`src/rtl/dma_page_guard.sv`:
```
module dma_page_guard #(
  parameter int DEV_W = 16,
  parameter int AW    = 32,
  parameter int LEN_W = 12,
  parameter int MAP_N = 4,
  parameter int DOM_N = 4
) (
  input  logic             clk,
  input  logic             rst_n,
  input  logic             cfg_we,
  input  logic [5:0]       cfg_addr,
  input  logic [31:0]      cfg_wdata,
  input  logic             req_valid,
  output logic             req_ready,
  input  logic [DEV_W-1:0] req_dev,
  input  logic [AW-1:0]    req_addr,
  input  logic [LEN_W-1:0] req_len,
  input  logic             req_write,
  output logic             dec_valid,
  input  logic             dec_ready,
  output logic             dec_allow,
  output logic [DEV_W-1:0] dec_dev,
  output logic [AW-1:0]    dec_addr,
  output logic [LEN_W-1:0] dec_len,
  output logic             dec_write,
  output logic             rd_req_valid,
  input  logic             rd_req_ready,
  output logic [AW-1:0]    rd_req_addr,
  input  logic             rd_rsp_valid,
  input  logic [7:0]       rd_rsp_data,
  output logic             stat_valid,
  output logic [DEV_W-1:0] stat_dev,
  output logic [AW-1:0]    stat_addr
);
  localparam int PG_SH = 12;
  localparam int PG_W  = AW - PG_SH;
  localparam int DOM_W = (DOM_N > 1) ? $clog2(DOM_N) : 1;

  typedef enum logic [1:0] {S_IDLE, S_RDREQ, S_RDWAIT, S_DEC} st_t;
  st_t st;

  logic             en_q;
  logic             map_vld [MAP_N];
  logic [DEV_W-1:0] map_dev [MAP_N];
  logic [DOM_W-1:0] map_dom [MAP_N];
  logic [AW-1:0]    dom_base [DOM_N];

  logic [DEV_W-1:0] q_dev;
  logic [AW-1:0]    q_addr;
  logic [LEN_W-1:0] q_len;
  logic             q_wr;
  logic             q_allow;
  logic [AW-1:0]    q_base;
  logic [PG_W-1:0]  q_pg;
  logic [PG_W-1:0]  q_pg2;
  logic             q_second;

  logic             hit;
  logic [DOM_W-1:0] hit_dom;
  logic             map_ok;
  logic [AW-1:0]    hit_base;
  logic [AW-1:0]    end_addr;
  logic [PG_W-1:0]  pg_first;
  logic [PG_W-1:0]  pg_last;
  logic             stat_clr;
  logic             fault;
  logic             page_bit;

  always_comb begin
    hit = 1'b0;
    hit_dom = '0;
    for (int i = MAP_N - 1; i >= 0; i--) begin
      if (map_vld[i] && map_dev[i] == req_dev) begin
        hit = 1'b1;
        hit_dom = map_dom[i];
      end
    end
  end

  always_comb begin
    map_ok = 1'b0;
    hit_base = '0;
    for (int d = 0; d < DOM_N; d++) begin
      if (hit && hit_dom == DOM_W'(d)) begin
        map_ok = 1'b1;
        hit_base = dom_base[d];
      end
    end
  end

  assign end_addr = req_addr + AW'(req_len);
  assign pg_first = req_addr[AW-1:PG_SH];
  assign pg_last  = end_addr[AW-1:PG_SH];
  assign page_bit = rd_rsp_data[q_pg[2:0]];

  assign req_ready    = (st == S_IDLE);
  assign rd_req_valid = (st == S_RDREQ);
  assign rd_req_addr  = q_base + AW'(q_pg[PG_W-1:3]);
  assign dec_valid    = (st == S_DEC);
  assign dec_allow    = q_allow;
  assign dec_dev      = q_dev;
  assign dec_addr     = q_addr;
  assign dec_len      = q_len;
  assign dec_write    = q_wr;

  assign stat_clr = cfg_we && cfg_addr[5:4] == 2'd0 && cfg_wdata[1];
  assign fault    = dec_valid && dec_ready && !q_allow;

  always_ff @(posedge clk or negedge rst_n) begin
    if (!rst_n) begin
      en_q <= 1'b1;
      for (int i = 0; i < MAP_N; i++) begin
        map_vld[i] <= 1'b0;
        map_dev[i] <= '0;
        map_dom[i] <= '0;
      end
      for (int d = 0; d < DOM_N; d++) dom_base[d] <= '0;
    end else if (cfg_we) begin
      case (cfg_addr[5:4])
        2'd0: en_q <= cfg_wdata[0];
        2'd1: for (int i = 0; i < MAP_N; i++) begin
          if (cfg_addr[3:0] == 4'(i)) begin
            map_vld[i] <= cfg_wdata[31];
            map_dev[i] <= cfg_wdata[DEV_W-1:0];
            map_dom[i] <= cfg_wdata[16 +: DOM_W];
          end
        end
        2'd2: for (int d = 0; d < DOM_N; d++) begin
          if (cfg_addr[3:0] == 4'(d)) dom_base[d] <= cfg_wdata[AW-1:0];
        end
        default: ;
      endcase
    end
  end

  always_ff @(posedge clk or negedge rst_n) begin
    if (!rst_n) begin
      st       <= S_IDLE;
      q_dev    <= '0;
      q_addr   <= '0;
      q_len    <= '0;
      q_wr     <= 1'b0;
      q_allow  <= 1'b0;
      q_base   <= '0;
      q_pg     <= '0;
      q_pg2    <= '0;
      q_second <= 1'b0;
    end else begin
      case (st)
        S_IDLE: if (req_valid) begin
          q_dev    <= req_dev;
          q_addr   <= req_addr;
          q_len    <= req_len;
          q_wr     <= req_write;
          q_base   <= hit_base;
          q_pg     <= pg_first;
          q_pg2    <= pg_last;
          q_second <= (pg_last != pg_first);
          if (!en_q) begin
            q_allow <= 1'b1;
            st      <= S_DEC;
          end else if (!map_ok) begin
            q_allow <= 1'b0;
            st      <= S_DEC;
          end else begin
            st <= S_RDREQ;
          end
        end
        S_RDREQ: if (rd_req_ready) st <= S_RDWAIT;
        S_RDWAIT: if (rd_rsp_valid) begin
          if (page_bit) begin
            q_allow <= 1'b0;
            st      <= S_DEC;
          end else if (q_second) begin
            q_second <= 1'b0;
            q_pg     <= q_pg2;
            st       <= S_RDREQ;
          end else begin
            q_allow <= 1'b1;
            st      <= S_DEC;
          end
        end
        S_DEC: if (dec_ready) st <= S_IDLE;
        default: st <= S_IDLE;
      endcase
    end
  end

  always_ff @(posedge clk or negedge rst_n) begin
    if (!rst_n) begin
      stat_valid <= 1'b0;
      stat_dev   <= '0;
      stat_addr  <= '0;
    end else begin
      if (stat_clr) stat_valid <= 1'b0;
      if (fault && (!stat_valid || stat_clr)) begin
        stat_valid <= 1'b1;
        stat_dev   <= q_dev;
        stat_addr  <= q_addr;
      end
    end
  end


  rd_hold_chk: assert property (@(posedge clk) disable iff (!rst_n)
    rd_req_valid && !rd_req_ready |=> rd_req_valid && $stable(rd_req_addr));


  dec_hold_chk: assert property (@(posedge clk) disable iff (!rst_n)
    dec_valid && !dec_ready |=> dec_valid && $stable({dec_allow, dec_dev, dec_addr, dec_len, dec_write}));


  single_flight_chk: assert property (@(posedge clk) disable iff (!rst_n)
    req_valid && req_ready |=> !req_ready);


  bypass_allow_chk: assert property (@(posedge clk) disable iff (!rst_n)
    req_valid && req_ready && !en_q |=> dec_valid && dec_allow);


  unmapped_block_chk: assert property (@(posedge clk) disable iff (!rst_n)
    req_valid && req_ready && en_q && !map_ok |=> dec_valid && !dec_allow);


  stat_sticky_chk: assert property (@(posedge clk) disable iff (!rst_n)
    stat_valid && !stat_clr |=> stat_valid && $stable(stat_dev) && $stable(stat_addr));
endmodule

```
`config.mk`:
```
export PLATFORM = sky130hd
export DESIGN_NAME = dma_page_guard
export DESIGN_NICKNAME = d
export VERILOG_FILES = /design/src/rtl/dma_page_guard.sv
export SDC_FILE = /design/constraint.sdc
export NUM_CORES = 1
export LEC_CHECK = 0
export BUFFER_PORTS_ARGS = -buffer_cell sky130_fd_sc_hd__clkbuf_2
export CAP_MARGIN = 25
export CORE_ASPECT_RATIO = 0.6
export CORE_MARGIN = 4
export CORE_UTILIZATION = 52
export CTS_CLUSTER_DIAMETER = 80
export DETAILED_ROUTE_END_ITERATION = 10
export PLACE_DENSITY = 0.87
export SYNTH_ARGS = -nofsm -noshare
export SYNTH_HDL_FRONTEND = slang
export SYNTH_SLANG_ARGS = --single-unit
```
`constraint.sdc`:
```
create_clock -name clk -period 3.1 [get_ports clk]
set_input_delay 0.62 -clock clk [delete_from_list [all_inputs] [get_ports clk]]
set_output_delay 0.62 -clock clk [all_outputs]
set_load 0.01 [all_outputs]
```
==> results.cfg <==
[run_status]
status = finished, violations left
violations = setup timing

[floorplan]
dieHeight_um = 155
start_util_pct = 53.1
fp-row-count = 53
fp.dieW_um = 253
fp.coreArea_mm2 = 0.0353
ioPinCount = 260
die-area_mm2 = 0.0392

[min_path]
hp-class = in -> async

[sta]
max_slew_margin_pct = 46.9
worstMarginPinSlew_ps = 776
rsz0062_at_grt = yes
final_hold_viol_count = 0
layout_setup_ws_ps = -661
max_freq_ghz = 0.266
period_share_pct = 121
fin_skew_ps = 31.0
fin_crit_ps = 3760
drv_slew = 0
finalSetupViolCount = 26

[finish]
fin_cells = 2519
n_fill_cell = 2631
final_common_cell = dfrtp_1
drive_gt1_share_pct = 38.6
stdcell_area_mm2 = 0.0232
nets = 2166
area_growth_pct = 23.7
multiInputGateArea_mm2 = 0.00885
ff_latch_area_mm2 = 0.00979
final_cell_mix = 390 x dfrtp_1, 276 x nand2_1, 254 x mux2_2

[worst_setup_path]
worstSetupStartpointType = flop
rrSetupSlack_ps = 90
end_kind = output port
critPathMaxStageDelay_ps = 370
reg2reg_depth = 11
worstSetupPathType = reg -> out
cp_slowest_cell = dfrtp_1
crit_fanout = 7
worstPathRequired_ps = 2480
crit_chain = ha_2 -> inv_2 -> fa_2 -> nor2b_4 -> o21ai_2 -> a21boi_2 -> o221ai_2 -> a211oi_2 -> buf_4 -> o31ai_4 -> buf_6 -> a21oi_4 -> xor2_1 -> buf_2
rr_startpoint = map_dev[31]
arrival_ps = 3140
r2r-end = q_base[2]

[clock_network]
cts_root_buffer = clkbuf_16
cts_htree_levels = 2
clk_pin_slew_ps = 60
clockBufferDepth = 3
cts_tree = yes
cts_sinks = 391
clock_latency_ps = 550
cts_buffers = 38

[global_route]
overflow = 0
grtUsageTotal_pct = 27.5
antenna_found_initial = 3
grt_max_degree = 80
grt_pass1_wl_um = 85500
grt_pass1_vias = 15300

[place]
port_buffers = 259
dpl.hpwl_um = 38100
place.gp.congestion = 0.917
placed_area_mm2 = 0.0214
dpl_worst_slack_ps = -556
place_inst = 2436

[routing]
drt_iter0_drc = 1314
totalWireLength_um = 55000
wl_per_cell_um = 21.8
drtAntennaViolNets = 0
drc_errors = 0
vias = 15100
drt-pass1-iter-count = 5
via_per_inst = 5.98

[pwr]
pwr_density_cell_mw_per_mm2 = 712
vdd_drop_max_v = 0.000447
p_leak_nw = 11.3

[logic_synthesis]
synth_top_family_by_area = multiplexers
ys_seq_area_share_pct = 52.2
synth_fa_ha_area_share_pct = 1.98
ys.flop_type = dfrtp_1
syn_avg_cell_area_um2 = 11.2
synth_edf_count = 0
post_synth_num_cell_types = 65
synth_compound_area_share_pct = 6.29
ys_ff_latch = 391
synth.cell_area_mm2 = 0.0187
synth_warnings = 0
yosys.area_share.simple_pct = 14.3
synthMuxAreaShare_pct = 17.9
synthXorXnorAreaFrac_pct = 4.86
synthCells = 1674
synth_nets = 1817
async_flop_share_pct = 100

[run]
maxCapViolations = 0
==> registers in the layout, indices dropped and copies added, names as in the netlist <==
name        count
dec_len        12
map_dom         8
q_pg           20
q_base         32
en_q            1
stat_addr      32
dec_allow       1
st              2
q_pg2          20
stat_dev       16
dec_dev        16
q_second        1
dom_base      128
dec_addr       32
map_vld         4
stat_valid      1
map_dev        64
dec_write       1
==> kinds of logic after synthesis <==
logic type,count (synthesis)
DFF,391
xor gates and xnor gates,104
buffers and inverters,111
muxes,300
AOI/OAI and AO/OA,189
and+or+nand+nor,550
adders and majority gates,29
==> metal layers <==
layer	global-route usage, %	share of wire [%]	vias to the layer above
li1	-	-	6605
met1	38.6	42	7620
met2	43.6	46	711
met3	6.20	8.2	140
met4	7.53	2.9	0
met5	0	0	-
==> worst max-delay path by stage <==
stage / cells past startpoint / end / startpoint
global placement: 12 / rd_req_addr[16] / q_base[0]
global route: 14 / rd_req_addr[24] / q_base[0]
detailed placement: 12 / rd_req_addr[16] / q_base[0]
finish: 14 / rd_req_addr[18] / q_pg[3]
CTS: 14 / rd_req_addr[18] / q_base[0]
floorplan: 11 / rd_req_addr[18] / q_base[0]
==> final cells by class <==
cell class,instances,share of cell area (%)
Clock buffer,59,5.15
Sequential cell,391,42.2
Timing Repair Buffer,403,11.2
Clock inverter,7,0.389
Multi-Input combinational cell,1172,38.2
Tap cell,467,2.52
Antenna cell,3,0.0324
Inverter,17,0.275
==> worst max-delay path, delay by kind of cell, from the launching register on <==
family | cells | cell delay, ps
AO/OA/AOI/OAI | 6 | 850
adder cells (fa/ha/maj) | 2 | 560
buffers and inverters | 4 | 520
flip-flops | 1 | 370
XOR/XNOR | 1 | 170
AND/OR/NAND/NOR | 1 | 130
==> stage by stage <==
stage	TNS [ps]	util (%)	hold WS, ps	power, mW
after CTS	-10860	65.1	31.0	16.5
after global placement	-8580	60.7	456	11.3
after floorplan	0	-	324	9.50
after global routing	-15930	65.7	50.5	17.3
final	-12990	65.7	24.0	16.5
after detailed placement	-12900	60.7	467	11.6
==> power breakdown <==
group | leakage (nW) | switching (mW) | total [mW] | internal [mW]
Clock | 0.627 | 1.98 | 4.79 | 2.81
Sequential | 5.11 | 0.869 | 7.21 | 6.34
Combinational | 5.54 | 2.49 | 4.50 | 2.01
==> synthesized netlist by cell type (4+ instances only) <==
library cell  count  area (um2)
and4_1            5        43.8
or4_1             5        37.5
nor3b_1           9        67.6
xnor2_1          71         622
a21boi_0          4        30.0
nor2_1           39         146
buf_1            21        78.8
nand4_1          71         444
or3_1            10        62.6
a21oi_1          36         180
nor3_1           11        55.1
and2_1            9        56.3
o31ai_1           4        30.0
o21a_1            6        45.0
nand3_1          30         150
clkbuf_1         49         184
mux2_2          254        2860
o21ai_1          27         135
nand2_1         278        1040
o21ai_0          58         290
nand2b_1          9        56.3
inv_1            17        63.8
dfrtp_1         390        9760
mux2i_1          44         440
nand3b_1          7        52.6
ha_1             28         350
a21o_1           11        82.6
a211o_1           6        52.6
xor2_1           33         289
nor4_1            4        25.0
buf_2            19        95.1
nor2b_1          11        68.8
and3_1           39         244
a211oi_1          8        60.1
a31oi_1           8        50.1
==> timing repair <==
item                                    4_1_cts  5_1_grt
pin swaps                                    34       23
setup buffers                                10        3
hold buffers                                  0        0
endpoints found under the setup margin       26       59
gates cloned                                  0        0
resized for setup                            46       62
Power figures use the tool's default switching activity.
